--- src/rtl/ioreg_pkg.sv ---
package ioreg_pkg;
    localparam int NCH    = 2;
    localparam int NWIN   = 5;
    localparam int NSTORE = 7;

    typedef enum logic [4:0] {
        RG_DATA  = 5'd0,  RG_ERR   = 5'd1,  RG_SCNT  = 5'd2,  RG_SNUM  = 5'd3,
        RG_CYLL  = 5'd4,  RG_CYLH  = 5'd5,  RG_DRVH  = 5'd6,  RG_STAT  = 5'd7,
        RG_FEAT  = 5'd8,  RG_CMD   = 5'd9,  RG_ALT   = 5'd10, RG_DCTL  = 5'd11,
        RG_DCMD  = 5'd12, RG_DPAD1 = 5'd13, RG_DSTAT = 5'd14, RG_DPAD3 = 5'd15
    } reg_e;

    function automatic int win_size(int w);
        if (w < 2) return 8;
        if (w < 4) return 1;
        return 8;
    endfunction
endpackage

--- src/rtl/ioreg_win_match.sv ---
module ioreg_win_match #(
    parameter int AW   = 16,
    parameter int SIZE = 8
) (
    input  logic [AW-1:0] base,
    input  logic [AW-1:0] addr,
    output logic          hit,
    output logic [2:0]    off
);
    logic [AW-1:0] diff;

    always_comb begin
        diff = addr - base;
        hit  = (addr >= base) && (diff < AW'(SIZE));
        off  = (SIZE > 1) ? diff[2:0] : 3'd0;
    end
endmodule

--- src/rtl/ioreg_map.sv ---
module ioreg_map
    import ioreg_pkg::*;
(
    input  logic [2:0] win,
    input  logic [2:0] off,
    input  logic       is_wr,
    output logic       chan,
    output reg_e       code
);
    always_comb begin
        chan = win[0];
        code = RG_DATA;
        case (win)
            3'd0, 3'd1: begin
                code = reg_e'({2'b00, off});
                if (is_wr && off == 3'd1) code = RG_FEAT;
                if (is_wr && off == 3'd7) code = RG_CMD;
            end
            3'd2, 3'd3: code = is_wr ? RG_DCTL : RG_ALT;
            default: begin
                chan = off[2];
                code = reg_e'(5'd12 + {3'b000, off[1:0]});
            end
        endcase
    end
endmodule

--- src/rtl/ioreg_store.sv ---
module ioreg_store
    import ioreg_pkg::*;
(
    input  logic       clk,
    input  logic       rst_n,
    input  logic       we,
    input  logic       chan,
    input  reg_e       code,
    input  logic [7:0] wdata,
    output logic [7:0] rdata
);
    typedef logic [NCH-1:0][NSTORE-1:0][7:0] bank_t;

    bank_t store_d, store_q;
    logic  valid;
    logic [2:0] slot;

    always_comb begin
        valid = 1'b1;
        slot  = 3'd0;
        case (code)
            RG_SCNT:  slot = 3'd0;
            RG_SNUM:  slot = 3'd1;
            RG_CYLL:  slot = 3'd2;
            RG_CYLH:  slot = 3'd3;
            RG_DRVH:  slot = 3'd4;
            RG_DCMD:  slot = 3'd5;
            RG_DSTAT: slot = 3'd6;
            default:  valid = 1'b0;
        endcase
    end

    always_comb begin
        store_d = store_q;
        if (we && valid) store_d[chan][slot] = wdata;
        rdata = valid ? store_q[chan][slot] : 8'h00;
    end

    always_ff @(posedge clk) begin
        if (!rst_n) store_q <= '0;
        else        store_q <= store_d;
    end


    pad_write_inert_chk: assert property (@(posedge clk) disable iff (!rst_n)
        (we && (code == RG_DPAD1 || code == RG_DPAD3)) |=> $stable(store_q));
endmodule

--- src/rtl/ioreg_decoder.sv ---
module ioreg_decoder
    import ioreg_pkg::*;
#(
    parameter int AW        = 16,
    parameter int BASE_CMD0 = 'h01F0,
    parameter int BASE_CMD1 = 'h0170,
    parameter int BASE_CTL0 = 'h03F6,
    parameter int BASE_CTL1 = 'h0376,
    parameter int BASE_DMA  = 'h0200
) (
    input  logic          clk,
    input  logic          rst_n,
    input  logic          cfg_we,
    input  logic [2:0]    cfg_sel,
    input  logic [AW-1:0] cfg_base,
    input  logic [AW-1:0] acc_addr,
    input  logic          acc_rd,
    input  logic          acc_wr,
    input  logic [7:0]    acc_wdata,
    output logic          dec_chan,
    output logic [4:0]    dec_reg,
    output logic          dec_hit,
    output logic          bus_err,
    output logic [7:0]    rdata,
    output logic          stb_data,
    output logic          stb_cmd,
    output logic          stb_status,
    output logic          stb_altstat,
    output logic          stb_ctrl
);
    typedef struct packed {
        logic [NWIN-1:0][AW-1:0] base;
        logic                    chan;
        reg_e                    code;
        logic                    hit;
        logic                    berr;
        logic [7:0]              rdata;
        logic                    s_data;
        logic                    s_cmd;
        logic                    s_stat;
        logic                    s_alt;
        logic                    s_ctl;
    } st_t;

    st_t st_d, st_q;
    st_t st_rst;

    logic [NWIN-1:0]      win_hit;
    logic [NWIN-1:0][2:0] win_off;
    logic [2:0]           sel_idx;
    logic [2:0]           off_sel;
    logic                 any_hit;
    logic                 acc;
    logic                 map_chan;
    reg_e                 map_code;
    logic [7:0]           rf_rdata;

    assign acc = acc_rd | acc_wr;

    for (genvar w = 0; w < NWIN; w++) begin : g_win
        ioreg_win_match #(.AW(AW), .SIZE(win_size(w))) u_match (
            .base (st_q.base[w]),
            .addr (acc_addr),
            .hit  (win_hit[w]),
            .off  (win_off[w])
        );
    end

    always_comb begin
        sel_idx = 3'd0;
        for (int i = NWIN - 1; i >= 0; i--) begin
            if (win_hit[i]) sel_idx = 3'(i);
        end
        any_hit = |win_hit;
        off_sel = win_off[sel_idx];
    end

    ioreg_map u_map (
        .win   (sel_idx),
        .off   (off_sel),
        .is_wr (acc_wr),
        .chan  (map_chan),
        .code  (map_code)
    );

    ioreg_store u_store (
        .clk   (clk),
        .rst_n (rst_n),
        .we    (acc_wr && any_hit),
        .chan  (map_chan),
        .code  (map_code),
        .wdata (acc_wdata),
        .rdata (rf_rdata)
    );

    always_comb begin
        st_rst         = '0;
        st_rst.base[0] = AW'(BASE_CMD0);
        st_rst.base[1] = AW'(BASE_CMD1);
        st_rst.base[2] = AW'(BASE_CTL0);
        st_rst.base[3] = AW'(BASE_CTL1);
        st_rst.base[4] = AW'(BASE_DMA);
    end

    always_comb begin
        st_d        = st_q;
        st_d.chan   = 1'b0;
        st_d.code   = RG_DATA;
        st_d.hit    = 1'b0;
        st_d.berr   = 1'b0;
        st_d.rdata  = 8'h00;
        st_d.s_data = 1'b0;
        st_d.s_cmd  = 1'b0;
        st_d.s_stat = 1'b0;
        st_d.s_alt  = 1'b0;
        st_d.s_ctl  = 1'b0;
        if (cfg_we && (int'(cfg_sel) < NWIN)) st_d.base[cfg_sel] = cfg_base;
        if (acc) begin
            if (any_hit) begin
                st_d.hit    = 1'b1;
                st_d.chan   = map_chan;
                st_d.code   = map_code;
                st_d.rdata  = acc_wr ? 8'h00 : rf_rdata;
                st_d.s_data = (map_code == RG_DATA);
                st_d.s_cmd  = (map_code == RG_CMD);
                st_d.s_stat = (map_code == RG_STAT);
                st_d.s_alt  = (map_code == RG_ALT);
                st_d.s_ctl  = (map_code == RG_DCTL);
            end else begin
                st_d.berr = 1'b1;
            end
        end
    end

    always_ff @(posedge clk) begin
        if (!rst_n) st_q <= st_rst;
        else        st_q <= st_d;
    end

    assign dec_chan    = st_q.chan;
    assign dec_reg     = st_q.code;
    assign dec_hit     = st_q.hit;
    assign bus_err     = st_q.berr;
    assign rdata       = st_q.rdata;
    assign stb_data    = st_q.s_data;
    assign stb_cmd     = st_q.s_cmd;
    assign stb_status  = st_q.s_stat;
    assign stb_altstat = st_q.s_alt;
    assign stb_ctrl    = st_q.s_ctl;


    hit_err_excl_chk: assert property (@(posedge clk) disable iff (!rst_n)
        !(dec_hit && bus_err));

    resp_due_chk: assert property (@(posedge clk) disable iff (!rst_n)
        acc |=> (dec_hit || bus_err));

    idle_quiet_chk: assert property (@(posedge clk) disable iff (!rst_n)
        !acc |=> (!dec_hit && !bus_err));

    stb_onehot_chk: assert property (@(posedge clk) disable iff (!rst_n)
        $onehot0({stb_data, stb_cmd, stb_status, stb_altstat, stb_ctrl}));

    cmd_from_write_chk: assert property (@(posedge clk) disable iff (!rst_n)
        stb_cmd |-> $past(acc_wr));

    status_from_read_chk: assert property (@(posedge clk) disable iff (!rst_n)
        stb_status |-> !$past(acc_wr));
endmodule

--- config.mk ---
export PLATFORM = sky130hd
export DESIGN_NAME = ioreg_decoder
export DESIGN_NICKNAME = d
export VERILOG_FILES = /design/src/rtl/ioreg_pkg.sv /design/src/rtl/ioreg_win_match.sv /design/src/rtl/ioreg_map.sv /design/src/rtl/ioreg_store.sv /design/src/rtl/ioreg_decoder.sv
export SDC_FILE = /design/constraint.sdc
export NUM_CORES = 1
export LEC_CHECK = 0
export BUFFER_PORTS_ARGS = -buffer_cell sky130_fd_sc_hd__buf_2
export CELL_PAD_IN_SITES_DETAIL_PLACEMENT = 1
export CELL_PAD_IN_SITES_GLOBAL_PLACEMENT = 1
export CORE_ASPECT_RATIO = 0.8
export CORE_MARGIN = 4
export CORE_UTILIZATION = 35
export CTS_BUF_LIST = sky130_fd_sc_hd__clkbuf_16
export DETAILED_ROUTE_END_ITERATION = 8
export PLACE_DENSITY_LB_ADDON = 0.15
export SYNTH_ARGS = -nofsm -noshare
export SYNTH_HDL_FRONTEND = slang
export SYNTH_SLANG_ARGS = --single-unit
--- constraint.sdc ---
create_clock -name clk -period 5.8 [get_ports clk]
set_input_delay 0.87 -clock clk [delete_from_list [all_inputs] [get_ports clk]]
set_output_delay 0.87 -clock clk [all_outputs]
set_load 0.01 [all_outputs]
==> results of run 1 <==
==> kinds of logic after synthesis <==
group / synth area share, %
AOI/OAI and AO/OA: 23.3
adders and majority gates: 7.14
and+or+nand+nor: 23.0
other: 0.0252
xor gates and xnor gates: 1.35
muxes: 11.2
DFF: 28.5
buffers and inverters: 5.45
==> cell usage after synthesis (6+ instances only) <==
library cell                count  area (um2)
sky130_fd_sc_hd__a2111oi_0     10        87.6
sky130_fd_sc_hd__a211o_1       10        87.6
sky130_fd_sc_hd__a211oi_1      19         143
sky130_fd_sc_hd__a21boi_0      59         443
sky130_fd_sc_hd__a21boi_1      16         120
sky130_fd_sc_hd__a21o_1        22         165
sky130_fd_sc_hd__a21oi_1       84         420
sky130_fd_sc_hd__a22o_1         6        52.6
sky130_fd_sc_hd__a22oi_1       12        90.1
sky130_fd_sc_hd__a31oi_1       11        68.8
sky130_fd_sc_hd__and2_1        11        68.8
sky130_fd_sc_hd__and3_1        30         188
sky130_fd_sc_hd__buf_1         12        45.0
sky130_fd_sc_hd__buf_2         15        75.1
sky130_fd_sc_hd__buf_4          7        52.6
sky130_fd_sc_hd__clkbuf_1      64         240
sky130_fd_sc_hd__dfxtp_1      212        4240
sky130_fd_sc_hd__ha_1          80        1000
sky130_fd_sc_hd__inv_1        100         375
sky130_fd_sc_hd__mux2i_1      160        1600
sky130_fd_sc_hd__nand2_1      252         946
sky130_fd_sc_hd__nand2b_1      21         131
sky130_fd_sc_hd__nand3_1       27         135
sky130_fd_sc_hd__nand4_1       15        93.8
sky130_fd_sc_hd__nor2_1        68         255
sky130_fd_sc_hd__nor2b_1      116         726
sky130_fd_sc_hd__nor3_1        22         110
sky130_fd_sc_hd__nor3b_1        6        45.0
sky130_fd_sc_hd__nor4_1         8        50.1
sky130_fd_sc_hd__nor4_4         6         128
sky130_fd_sc_hd__nor4b_1       11        96.3
sky130_fd_sc_hd__o2111ai_1      7        61.3
sky130_fd_sc_hd__o211ai_1      45         338
sky130_fd_sc_hd__o21a_1        39         293
sky130_fd_sc_hd__o21ai_0       44         220
sky130_fd_sc_hd__o21ai_1       15        75.1
sky130_fd_sc_hd__o21bai_1       6        45.0
sky130_fd_sc_hd__o221ai_1       6        52.6
sky130_fd_sc_hd__o22ai_1        9        56.3
sky130_fd_sc_hd__o31ai_1        7        52.6
sky130_fd_sc_hd__or3_1          8        50.1
sky130_fd_sc_hd__xnor2_1       10        87.6
sky130_fd_sc_hd__xor2_1        13         114
==> stage by stage <==
stage	std cells	hold WS (ps)	utilization, %
2_1_floorplan	1816	443	-
3_3_place_gp	2712	454	44.4
3_5_place_dp	2712	461	44.4
4_1_cts	2761	468	46.4
5_1_grt	2767	496	47.7
6_report	2767	466	47.7
==> what timing repair did <==
action,CTS,global route
cloned,0,1
setup buffers,3,4
pin swaps,4,29
resized for setup,8,93
setup endpoints to repair,117,120
==> final cells by class <==
cell class,count,area [um2],share of cell area (%)
multi-input combinational,1404,10400,52.1
sequential,212,4240,21.2
timing repair buffer,452,3470,17.3
tap,552,691,3.46
clock buffer,27,676,3.38
inverter,100,378,1.89
clock inverter,19,119,0.595
antenna,1,2.50,0.0125
==> per-layer routing <==
| layer | global-route usage, % | share of wire (%) |
|---|---|---|
| met1 | 36.2 | 51 |
| met2 | 37.6 | 43 |
| met3 | 3.17 | 3.8 |
| met4 | 5.89 | 2.8 |
| met5 | 0 | 0.022 |
==> path summary, 6_finish.rpt <==
path | depth (start not counted) | to
hold / removal | 2 | st_q[82]$_SDFFE_PN0P_
hold reg to reg | 2 | st_q[82]$_SDFFE_PN0P_
setup / recovery | 24 | rdata[4]$_SDFF_PP0_
setup reg to reg | 24 | rdata[4]$_SDFF_PP0_
==> power by group <==
group	total [uW]	switching, uW	internal, uW
registers	1480	5.95	1470
clock network	1570	688	881
logic	996	549	447
total	4040	1240	2800
==> worst reg2reg max path, cell delays in order, from the launching register on <==
cell	delay, ps
sky130_fd_sc_hd__dfxtp_1	390
sky130_fd_sc_hd__inv_1	60
sky130_fd_sc_hd__ha_1	280
sky130_fd_sc_hd__nor2b_1	140
sky130_fd_sc_hd__o21a_1	190
sky130_fd_sc_hd__buf_4	140
sky130_fd_sc_hd__o21a_1	240
sky130_fd_sc_hd__o21a_1	220
sky130_fd_sc_hd__or3_1	440
sky130_fd_sc_hd__and2_1	220
sky130_fd_sc_hd__or4b_1	640
sky130_fd_sc_hd__nand4_1	170
sky130_fd_sc_hd__buf_4	130
sky130_fd_sc_hd__mux2i_1	350
sky130_fd_sc_hd__nor4b_2	90
sky130_fd_sc_hd__nor3_1	200
sky130_fd_sc_hd__buf_4	160
sky130_fd_sc_hd__nor3_1	50
sky130_fd_sc_hd__buf_4	150
sky130_fd_sc_hd__a211oi_4	270
sky130_fd_sc_hd__buf_12	230
sky130_fd_sc_hd__buf_4	160
sky130_fd_sc_hd__mux2i_1	340
sky130_fd_sc_hd__a32oi_1	90
sky130_fd_sc_hd__o211ai_1	120
==> flow_summary.yaml, run 1 <==
run_status:
  outcome: "finished clean"
cts:
  cts_tree: "built"
  cts_inserted_buffers: 26
  ctsLongestPathBuffers: 3
  post_cts_hold_buffer_count: 0
  number_of_levels_in_the_clock_h_tree: 1
  insertion_delay_ps: 560
  cts.reportedPaths.clkPinSlew_ps: 60
  clk_root_buffer_cell: "sky130_fd_sc_hd__clkbuf_16"
  cts.sinks: 212
critical_path:
  worstPathRequired_ps: 6270
  max_stage_delay_ps: 590
  critPathKind: "in -> reg"
  critical_path.startpoint: "acc_addr[2]"
  crit_path_top_delay_cell: "sky130_fd_sc_hd__or4_4"
  worst_path_dominant_cell_family: "compound AO/OA/AOI/OAI gates"
  timing.critical_path.cells: "buf_2 -> ha_4 -> o21ai_2 -> a211oi_4 -> or4_4 -> a2111oi_4 -> o211ai_2 -> or4_4 -> o22a_4 -> buf_4 -> nand4_1 -> buf_4 -> mux2i_1 -> nor4b_2 -> nor3_1 -> buf_4 -> nor3_1 -> buf_4 -> a211oi_4 -> buf_12 -> buf_4 -> mux2i_1 -> a32oi_1 -> o211ai_1"
  end_kind: "flop"
  critPathArrivalTime_ps: 6160
  critical_path.max_fanout: 19
  r2r_start: "st_q[22]$_SDFFE_PN0P_"
  critical_path.most_common_cell: "sky130_fd_sc_hd__buf_4"
  r2r_setup_slack_ps: 270
  critical_path_launch_point_type: "input port"
  cp_num_buf_inv: 7
layout:
  top_register: "u_store.store_q"
  nFillCells: 4962
  layout-drive-gt1-share_pct: 27.4
  most-common-layout-cells: "sky130_fd_sc_hd__buf_4 (364), sky130_fd_sc_hd__nand2_1 (251), sky130_fd_sc_hd__dfxtp_1 (212)"
  layout.cells.most_common: "sky130_fd_sc_hd__buf_4"
  final_nets: 2327
  syn_to_final_growth_pct: 34.4
  final_design_area_no_fill_um2: 20000
  largest_reg_flops: 112
logic_synthesis:
  syn_nets: 1947
  synthArstFlopShare_pct: 0
  ys_seq_elements: 212
  synth-main-ff-cell: "sky130_fd_sc_hd__dfxtp_1"
  synthesized_netlist_cell_count: 1816
  synth_cell_type_count: 98
  synth_area_um2: 14900
  yosys_warnings: 0
  syn_area_per_cell_um2: 8.19
  synth_sequential_area_ratio_pct: 28.5
  synth-edff-count: 0
pwr:
  static-leakage-power_uw: 0.00798
  max-vdd-ir-drop_mv: 0.187
  post-layout-total-power_uw: 4040
  power-per-cell-area_nw_per_um2: 202
timing:
  worst_clock_skew_ps: 12.7
  finalWorstPathRequiredPeriod_ps: 5690
  slew_viols_final: 0
  min_period_over_period_pct: 98.2
  max_slew.worst_pin.slew_ps: 1240
  setup_ws_ps: 105
  slew-limit-headroom_pct: 17.1
  setup_violations: 0
  timing.setup.tns_ps: 0
  hold_viol_final: 0
  max_clock_freq_mhz: 176
detailed_routing:
  avgRoutedWirePerCell_um: 20.9
  first_iter_violations: 853
  route.vias.total: 14997
  vias_per_cell: 5.42
  route.final.wire_length_um: 57900
  dr.pass1.iters: 5
  route.detailed.drc: 0
  ant_nets: 0
die:
  die_width_um: 238
  initial_utilization_pct: 35.5
  io_pins: 69
  core.rowCount: 67
  core-area_um2: 41900
  dieArea_um2: 45900
  die_h_um: 192
placement:
  port_bufs: 67
  place.gp.congestion: 0.911
  dp.final_hpwl_um: 44000
  place_area_um2: 18600
  placement.setup.worst_slack_ps: -846
global_routing:
  grt_pass1_vias: 15589
  overflow: 0
  wire_length_of_the_first_global_routing_pass_um: 88900
  groute.usage.overall_pct: 24.4
  initial_antenna_violation_count: 3
  grt_max_degree: 112
min_path:
  worst_hold_path_type: "reg -> reg"
  hold_start: "st_q[82]$_SDFFE_PN0P_"
run:
  maxCapViolations: 0
Note: power is estimated with default switching activity, not from simulation.
==> inputs of run 2 (changes only) <==
--- a/config.mk
+++ b/config.mk
@@ -5,6 +5,7 @@
 export SDC_FILE = /design/constraint.sdc
 export NUM_CORES = 1
 export LEC_CHECK = 0
+export ABC_CLOCK_PERIOD_IN_PS = 6700
 export BUFFER_PORTS_ARGS = -buffer_cell sky130_fd_sc_hd__buf_2
 export CELL_PAD_IN_SITES_DETAIL_PLACEMENT = 1
 export CELL_PAD_IN_SITES_GLOBAL_PLACEMENT = 1
==> constraint.sdc (replaced) <==
create_clock -name clk -period 6.7 [get_ports clk]
set_input_delay 1.005 -clock clk [delete_from_list [all_inputs] [get_ports clk]]
set_output_delay 1.005 -clock clk [all_outputs]
set_load 0.01 [all_outputs]
==> run 2 against run 1 <==
  * Combinational power down 36%
  * Via count down 7.8%
  * Utilization down 6.6 points
  * Clock power about the same
  * Critical path type unchanged
  * Global-route usage down 2.2 points
  * Critical path depth unchanged
  * Sequential share of layout area up 3.4 points
==> flow_summary.yaml, run 2 (synthesized netlist as in run 1, its figures left out) <==
pwr:
  power-per-cell-area_nw_per_um2: 202
  static-leakage-power_uw: 0.00644
  max-vdd-ir-drop_mv: 0.152
layout:
  largest_reg_flops: 112
  nFillCells: 5015
  final_nets: 2026
  final_design_area_no_fill_um2: 17200
  most-common-layout-cells: "sky130_fd_sc_hd__nand2_1 (251), sky130_fd_sc_hd__dfxtp_1 (212), sky130_fd_sc_hd__mux2i_1 (160)"
  syn_to_final_growth_pct: 15.9
  layout-drive-gt1-share_pct: 12.1
  layout.cells.most_common: "sky130_fd_sc_hd__nand2_1"
  post_layout_nonfiller_instances: 2466
  top_register: "u_store.store_q"
global_routing:
  grt_max_degree: 101
  overflow: 0
  grt_pass1_vias: 13865
  groute.usage.overall_pct: 22.2
  wire_length_of_the_first_global_routing_pass_um: 80700
  initial_antenna_violation_count: 6
critical_path:
  max_stage_delay_ps: 480
  end_kind: "flop"
  worstPathRequired_ps: 7120
  critPathKind: "in -> reg"
  critPathArrivalTime_ps: 6740
  critical_path.most_common_cell: "sky130_fd_sc_hd__buf_4"
  critical_path.max_fanout: 17
  crit_path_top_delay_cell: "sky130_fd_sc_hd__a2111oi_1"
  worst_path_dominant_cell_family: "compound AO/OA/AOI/OAI gates"
  timing.critical_path.cells: "buf_2 -> inv_1 -> ha_1 -> inv_1 -> fa_1 -> a211oi_1 -> o21ai_1 -> a311oi_1 -> o22ai_1 -> a2111oi_1 -> buf_4 -> nand4bb_1 -> a22o_1 -> or3_1 -> o311a_1 -> buf_4 -> nor4_1 -> a221o_1 -> buf_12 -> nor3_2 -> buf_4 -> a22oi_1 -> buf_4 -> o21ai_1"
  cp_num_buf_inv: 8
  critical_path_launch_point_type: "input port"
cts:
  cts_tree: "built"
  cts_setup_buffers: 0
  cts.sinks: 212
  ctsLongestPathBuffers: 3
  number_of_levels_in_the_clock_h_tree: 1
  clk_root_buffer_cell: "sky130_fd_sc_hd__clkbuf_16"
  cts.reportedPaths.clkPinSlew_ps: 60
  post_cts_hold_buffer_count: 0
  cts_inserted_buffers: 26
  insertion_delay_ps: 550
min_path:
  worst_hold_path_type: "reg -> reg"
timing:
  setup_violations: 0
  min_period_over_period_pct: 94.4
  max_slew.worst_pin.slew_ps: 1270
  worst_clock_skew_ps: 9.51
  setup_repair_after_global_routing_missed_its_margin: "false"
  hold_viol_final: 0
  slew_viols_final: 0
  slew-limit-headroom_pct: 14.9
  finalWorstPathRequiredPeriod_ps: 6320
  max_clock_freq_mhz: 158
detailed_routing:
  dr.pass1.iters: 5
  route.detailed.drc: 0
  ant_nets: 0
  first_iter_violations: 952
  route.final.wire_length_um: 52100
  route.vias.total: 13832
  avgRoutedWirePerCell_um: 21.1
  vias_per_cell: 5.61
die:
  io_pins: 69
  die_h_um: 192
  die_width_um: 238
  core.rowCount: 67
  initial_utilization_pct: 35.5
  core-area_um2: 41900
  dieArea_um2: 45900
placement:
  dp.final_hpwl_um: 39100
  place.gp.congestion: 0.892
  port_bufs: 67
  place_inst: 2419
  place_area_um2: 16300
run:
  maxCapViolations: 0
run_status:
  outcome: "finished clean"
## run 2: cell types whose count changed in the layout (fill, tap and decap cells not counted), sizes merged
cell and change:
clkinv -7, bufinv +6, buf -299, clkbuf -2
inv +1
## run 2: timing repair
action                                  CTS  global route
endpoints found under the setup margin    0            11
endpoints found under the hold margin     0             0
resized for setup                         0             1
## run 2: worst reg2reg max path: stages, from the launching register on
cell and delay (ps):
sky130_fd_sc_hd__dfxtp_1 310, sky130_fd_sc_hd__ha_1 220, sky130_fd_sc_hd__fa_1 410, sky130_fd_sc_hd__nand2b_1 200, sky130_fd_sc_hd__a21oi_1 240, sky130_fd_sc_hd__a21oi_1 140
sky130_fd_sc_hd__or3b_1 410, sky130_fd_sc_hd__a211o_1 300, sky130_fd_sc_hd__a2111oi_2 480, sky130_fd_sc_hd__buf_4 200, sky130_fd_sc_hd__a21boi_0 80, sky130_fd_sc_hd__a22o_1 230
sky130_fd_sc_hd__or3_1 480, sky130_fd_sc_hd__o311a_1 370, sky130_fd_sc_hd__buf_4 180, sky130_fd_sc_hd__nor4_1 280, sky130_fd_sc_hd__a221o_1 200, sky130_fd_sc_hd__buf_12 200
sky130_fd_sc_hd__nor3_2 70, sky130_fd_sc_hd__buf_4 170, sky130_fd_sc_hd__a22oi_1 280, sky130_fd_sc_hd__buf_4 190, sky130_fd_sc_hd__o21ai_1 80
## run 2: metrics by stage
stage          utilization [%]  hold WS (ps)  TNS, ps  worst slack (ps)  power, uW
2_1_floorplan                -           443        0               485       1720
3_3_place_gp              38.9           453    -80.3             -53.7       1930
3_5_place_dp              38.9           463   -15590              -214       1940
4_1_cts                   41.1           471        0               355       3510
5_1_grt                   41.1           486        0              22.6       3630
6_report                  41.1           467        0               376       3480
## run 2: area by class of cell
cell class              count  area (um2)  share of cell area, %
well taps                 552         691                   4.01
repair buffers            151        1080                   6.27
inverters                 100         375                   2.18
clock buffers              27         676                   3.92
flip-flops and latches    212        4240                   24.6
multi-input cells        1404        9900                   57.4
diodes                      1        2.50                 0.0145
clock inverters            19         262                   1.52
## run 2: path summary, 6_finish.rpt
| check | endpoint | from | slack, ps | cells past startpoint |
|---|---|---|---|---|
| worst max-delay path | rdata[3]$_SDFF_PP0_ | acc_addr[0] | 380 | 24 |
| worst min-delay path | st_q[79]$_SDFFE_PN0P_ | st_q[79]$_SDFFE_PN0P_ | 470 | 2 |
| worst max register to register | rdata[3]$_SDFF_PP0_ | st_q[85]$_SDFFE_PN0P_ | 840 | 22 |
| worst min register to register | st_q[79]$_SDFFE_PN0P_ | st_q[79]$_SDFFE_PN0P_ | 470 | 2 |
## run 2: routing by layer
layer	vias to the layer above	routed length, um	GRT usage [%]
li1	6703	-	-
met1	6819	26900	33.8
met2	257	22000	34.2
met3	53	2380	2.31
met4	0	919	3.88
met5	-	0	0
## run 2: power breakdown
part | switching, uW | total (uW) | internal (uW)
clock | 569 | 1560 | 990
sequential | 5.17 | 1280 | 1270
combinational | 404 | 640 | 236
total | 978 | 3480 | 2500
==> inputs of run 3 (changes only) <==
--- a/config.mk
+++ b/config.mk
@@ -6,7 +6,7 @@
 export NUM_CORES = 1
 export LEC_CHECK = 0
 export ABC_CLOCK_PERIOD_IN_PS = 6700
-export BUFFER_PORTS_ARGS = -buffer_cell sky130_fd_sc_hd__buf_2
+export BUFFER_PORTS_ARGS = -buffer_cell sky130_fd_sc_hd__buf_4
 export CELL_PAD_IN_SITES_DETAIL_PLACEMENT = 1
 export CELL_PAD_IN_SITES_GLOBAL_PLACEMENT = 1
 export CORE_ASPECT_RATIO = 0.8
@@ -14,7 +14,7 @@
 export CORE_UTILIZATION = 35
 export CTS_BUF_LIST = sky130_fd_sc_hd__clkbuf_16
 export DETAILED_ROUTE_END_ITERATION = 8
-export PLACE_DENSITY_LB_ADDON = 0.15
+export PLACE_DENSITY = 0.74
 export SYNTH_ARGS = -nofsm -noshare
 export SYNTH_HDL_FRONTEND = slang
 export SYNTH_SLANG_ARGS = --single-unit
==> run 3 against run 2 <==
  * Wire length grew 1.3%
  * Clock power shrank 16%
  * Power shrank 6.9%
  * Sequential share of layout area grew 0.16 points
  * Sequential power is essentially flat
  * Critical path type unchanged
  * Highest routed layer unchanged
==> flow_summary.yaml, run 3 (synthesized netlist as in run 1, its figures left out) <==
timing:
  max_slew.worst_pin.slew_ps: 1210
  setup_violations: 0
  worst_clock_skew_ps: 33.7
  slew_viols_final: 0
  setup_repair_after_global_routing_missed_its_margin: "false"
  max_clock_freq_mhz: 158
  hold_viol_final: 0
  finalWorstPathRequiredPeriod_ps: 6320
  timing.setup.tns_ps: 0
  min_period_over_period_pct: 94.4
  slew-limit-headroom_pct: 18.6
placement:
  place.gp.congestion: 0.951
  place_inst: 2405
  dp.final_hpwl_um: 39200
  place_area_um2: 16300
  port_bufs: 67
layout:
  post_layout_nonfiller_instances: 2450
  largest_reg_flops: 112
  layout.cells.most_common: "sky130_fd_sc_hd__nand2_1"
  final_nets: 2011
  syn_to_final_growth_pct: 15.1
  regArea_um2: 4240
  most-common-layout-cells: "sky130_fd_sc_hd__nand2_1 (251), sky130_fd_sc_hd__dfxtp_1 (212), sky130_fd_sc_hd__mux2i_1 (160)"
  nFillCells: 5020
  final_core_util_pct: 40.8
  layout-drive-gt1-share_pct: 11.5
  top_register: "u_store.store_q"
  antenna_cells: 0
  final_design_area_no_fill_um2: 17100
  multi_input_logic_area_um2: 9920
critical_path:
  end_kind: "flop"
  r2r_setup_slack_ps: 860
  critPathArrivalTime_ps: 6760
  critical_path_launch_point_type: "input port"
  worstPathRequired_ps: 7130
  critPathKind: "in -> reg"
  critical_path.max_fanout: 17
global_routing:
  wire_length_of_the_first_global_routing_pass_um: 81900
  grt_pass1_vias: 14344
  groute.usage.overall_pct: 22.3
  initial_antenna_violation_count: 1
  overflow: 0
  grt_max_degree: 96
cts:
  insertion_delay_ps: 570
  ctsLongestPathBuffers: 3
  cts.sinks: 212
  cts_setup_buffers: 0
  post_cts_hold_buffer_count: 0
  cts_inserted_buffers: 25
  clk_root_buffer_cell: "sky130_fd_sc_hd__clkbuf_16"
  cts.reportedPaths.clkPinSlew_ps: 70
  cts_tree: "built"
  number_of_levels_in_the_clock_h_tree: 1
detailed_routing:
  ant_nets: 0
  avgRoutedWirePerCell_um: 21.6
  route.detailed.drc: 0
  dr.pass1.iters: 5
  first_iter_violations: 1053
  vias_per_cell: 5.73
  route.vias.total: 14036
  route.final.wire_length_um: 52800
die:
  core.rowCount: 67
  die_h_um: 192
  io_pins: 69
  initial_utilization_pct: 35.5
  dieArea_um2: 45900
  core-area_um2: 41900
  die_width_um: 238
min_path:
  worst_hold_path_type: "reg -> reg"
pwr:
  static-leakage-power_uw: 0.00632
  post-layout-total-power_uw: 3240
  power-per-cell-area_nw_per_um2: 189
  max-vdd-ir-drop_mv: 0.171
run:
  maxCapViolations: 0
run_status:
  outcome: "finished clean"
==> run 3: cell types whose count changed in the layout (fill, tap and decap cells not counted), sizes merged <==
cell / previous run / this run
buf: 151 / 137
bufinv: 7 / 1
clkinv: 6 / 12
clkinvlp: 1 / 4
clkbuf: 27 / 25
inv: 105 / 103
diode: 1 / 0
==> run 3: worst paths after layout <==
path,start,to,depth (start not counted)
worst max-delay path,acc_addr[0],u_store.store_q[104]$_SDFFE_PN0P_,23
worst min-delay path,st_q[34]$_SDFFE_PN0P_,st_q[34]$_SDFFE_PN0P_,2
worst max register to register,st_q[71]$_SDFFE_PN1P_,u_store.store_q[104]$_SDFFE_PN0P_,22
worst min register to register,st_q[34]$_SDFFE_PN0P_,st_q[34]$_SDFFE_PN0P_,2
==> run 3: stage by stage <==
stage	worst slack [ps]	hold WS [ps]
after floorplan	485	443
after global placement	-20.3	451
after detailed placement	-200	460
after CTS	360	469
after global routing	96.2	491
final	378	467
==> run 3: power breakdown <==
| part | internal (uW) | total [uW] | switching (uW) |
|---|---|---|---|
| registers | 1270 | 1280 | 5.77 |
| logic | 240 | 649 | 409 |
| clock network | 720 | 1310 | 590 |
| total | 2230 | 3240 | 1000 |
==> run 3: layout make-up <==
| class | instances | share of cell area [%] |
|---|---|---|
| Timing Repair Buffer | 137 | 6.52 |
| Inverter | 100 | 2.21 |
| Multi-Input combinational cell | 1404 | 58.0 |
| Tap cell | 552 | 4.04 |
| Sequential cell | 212 | 24.8 |
| Clock buffer | 25 | 3.65 |
| Clock inverter | 20 | 0.797 |
==> run 3: what timing repair did <==
item | CTS | global route
endpoints found under the hold margin | 0 | 0
resized for setup | 0 | 6
setup endpoints to repair | 0 | 78
==> run 3: routing by layer <==
layer / vias to the layer above / part of all wire [%] / global-route usage [%]
li1: 6664 / - / -
met1: 6954 / 49 / 32.1
met4: 0 / 2.1 / 4.80
met3: 74 / 5.0 / 3.07
met5: - / 0 / 0
met2: 344 / 44 / 35.6
==> run 3: critical path, cell delays in order <==
cell and delay [ps]:
sky130_fd_sc_hd__buf_4 90, sky130_fd_sc_hd__clkinvlp_4 200, sky130_fd_sc_hd__ha_1 340, sky130_fd_sc_hd__nand2b_1 210, sky130_fd_sc_hd__a211oi_1 470, sky130_fd_sc_hd__o211ai_1 270
sky130_fd_sc_hd__a2111oi_4 400, sky130_fd_sc_hd__o211ai_2 180, sky130_fd_sc_hd__a2111oi_1 440, sky130_fd_sc_hd__buf_4 200, sky130_fd_sc_hd__o211ai_1 160, sky130_fd_sc_hd__a21bo_1 270
sky130_fd_sc_hd__mux2i_2 170, sky130_fd_sc_hd__buf_4 150, sky130_fd_sc_hd__a22o_1 270, sky130_fd_sc_hd__a21oi_1 240, sky130_fd_sc_hd__o21ba_2 240, sky130_fd_sc_hd__a221o_1 340
sky130_fd_sc_hd__buf_12 180, sky130_fd_sc_hd__nor4b_2 410, sky130_fd_sc_hd__buf_4 240, sky130_fd_sc_hd__mux2i_1 200, sky130_fd_sc_hd__nor2b_1 70
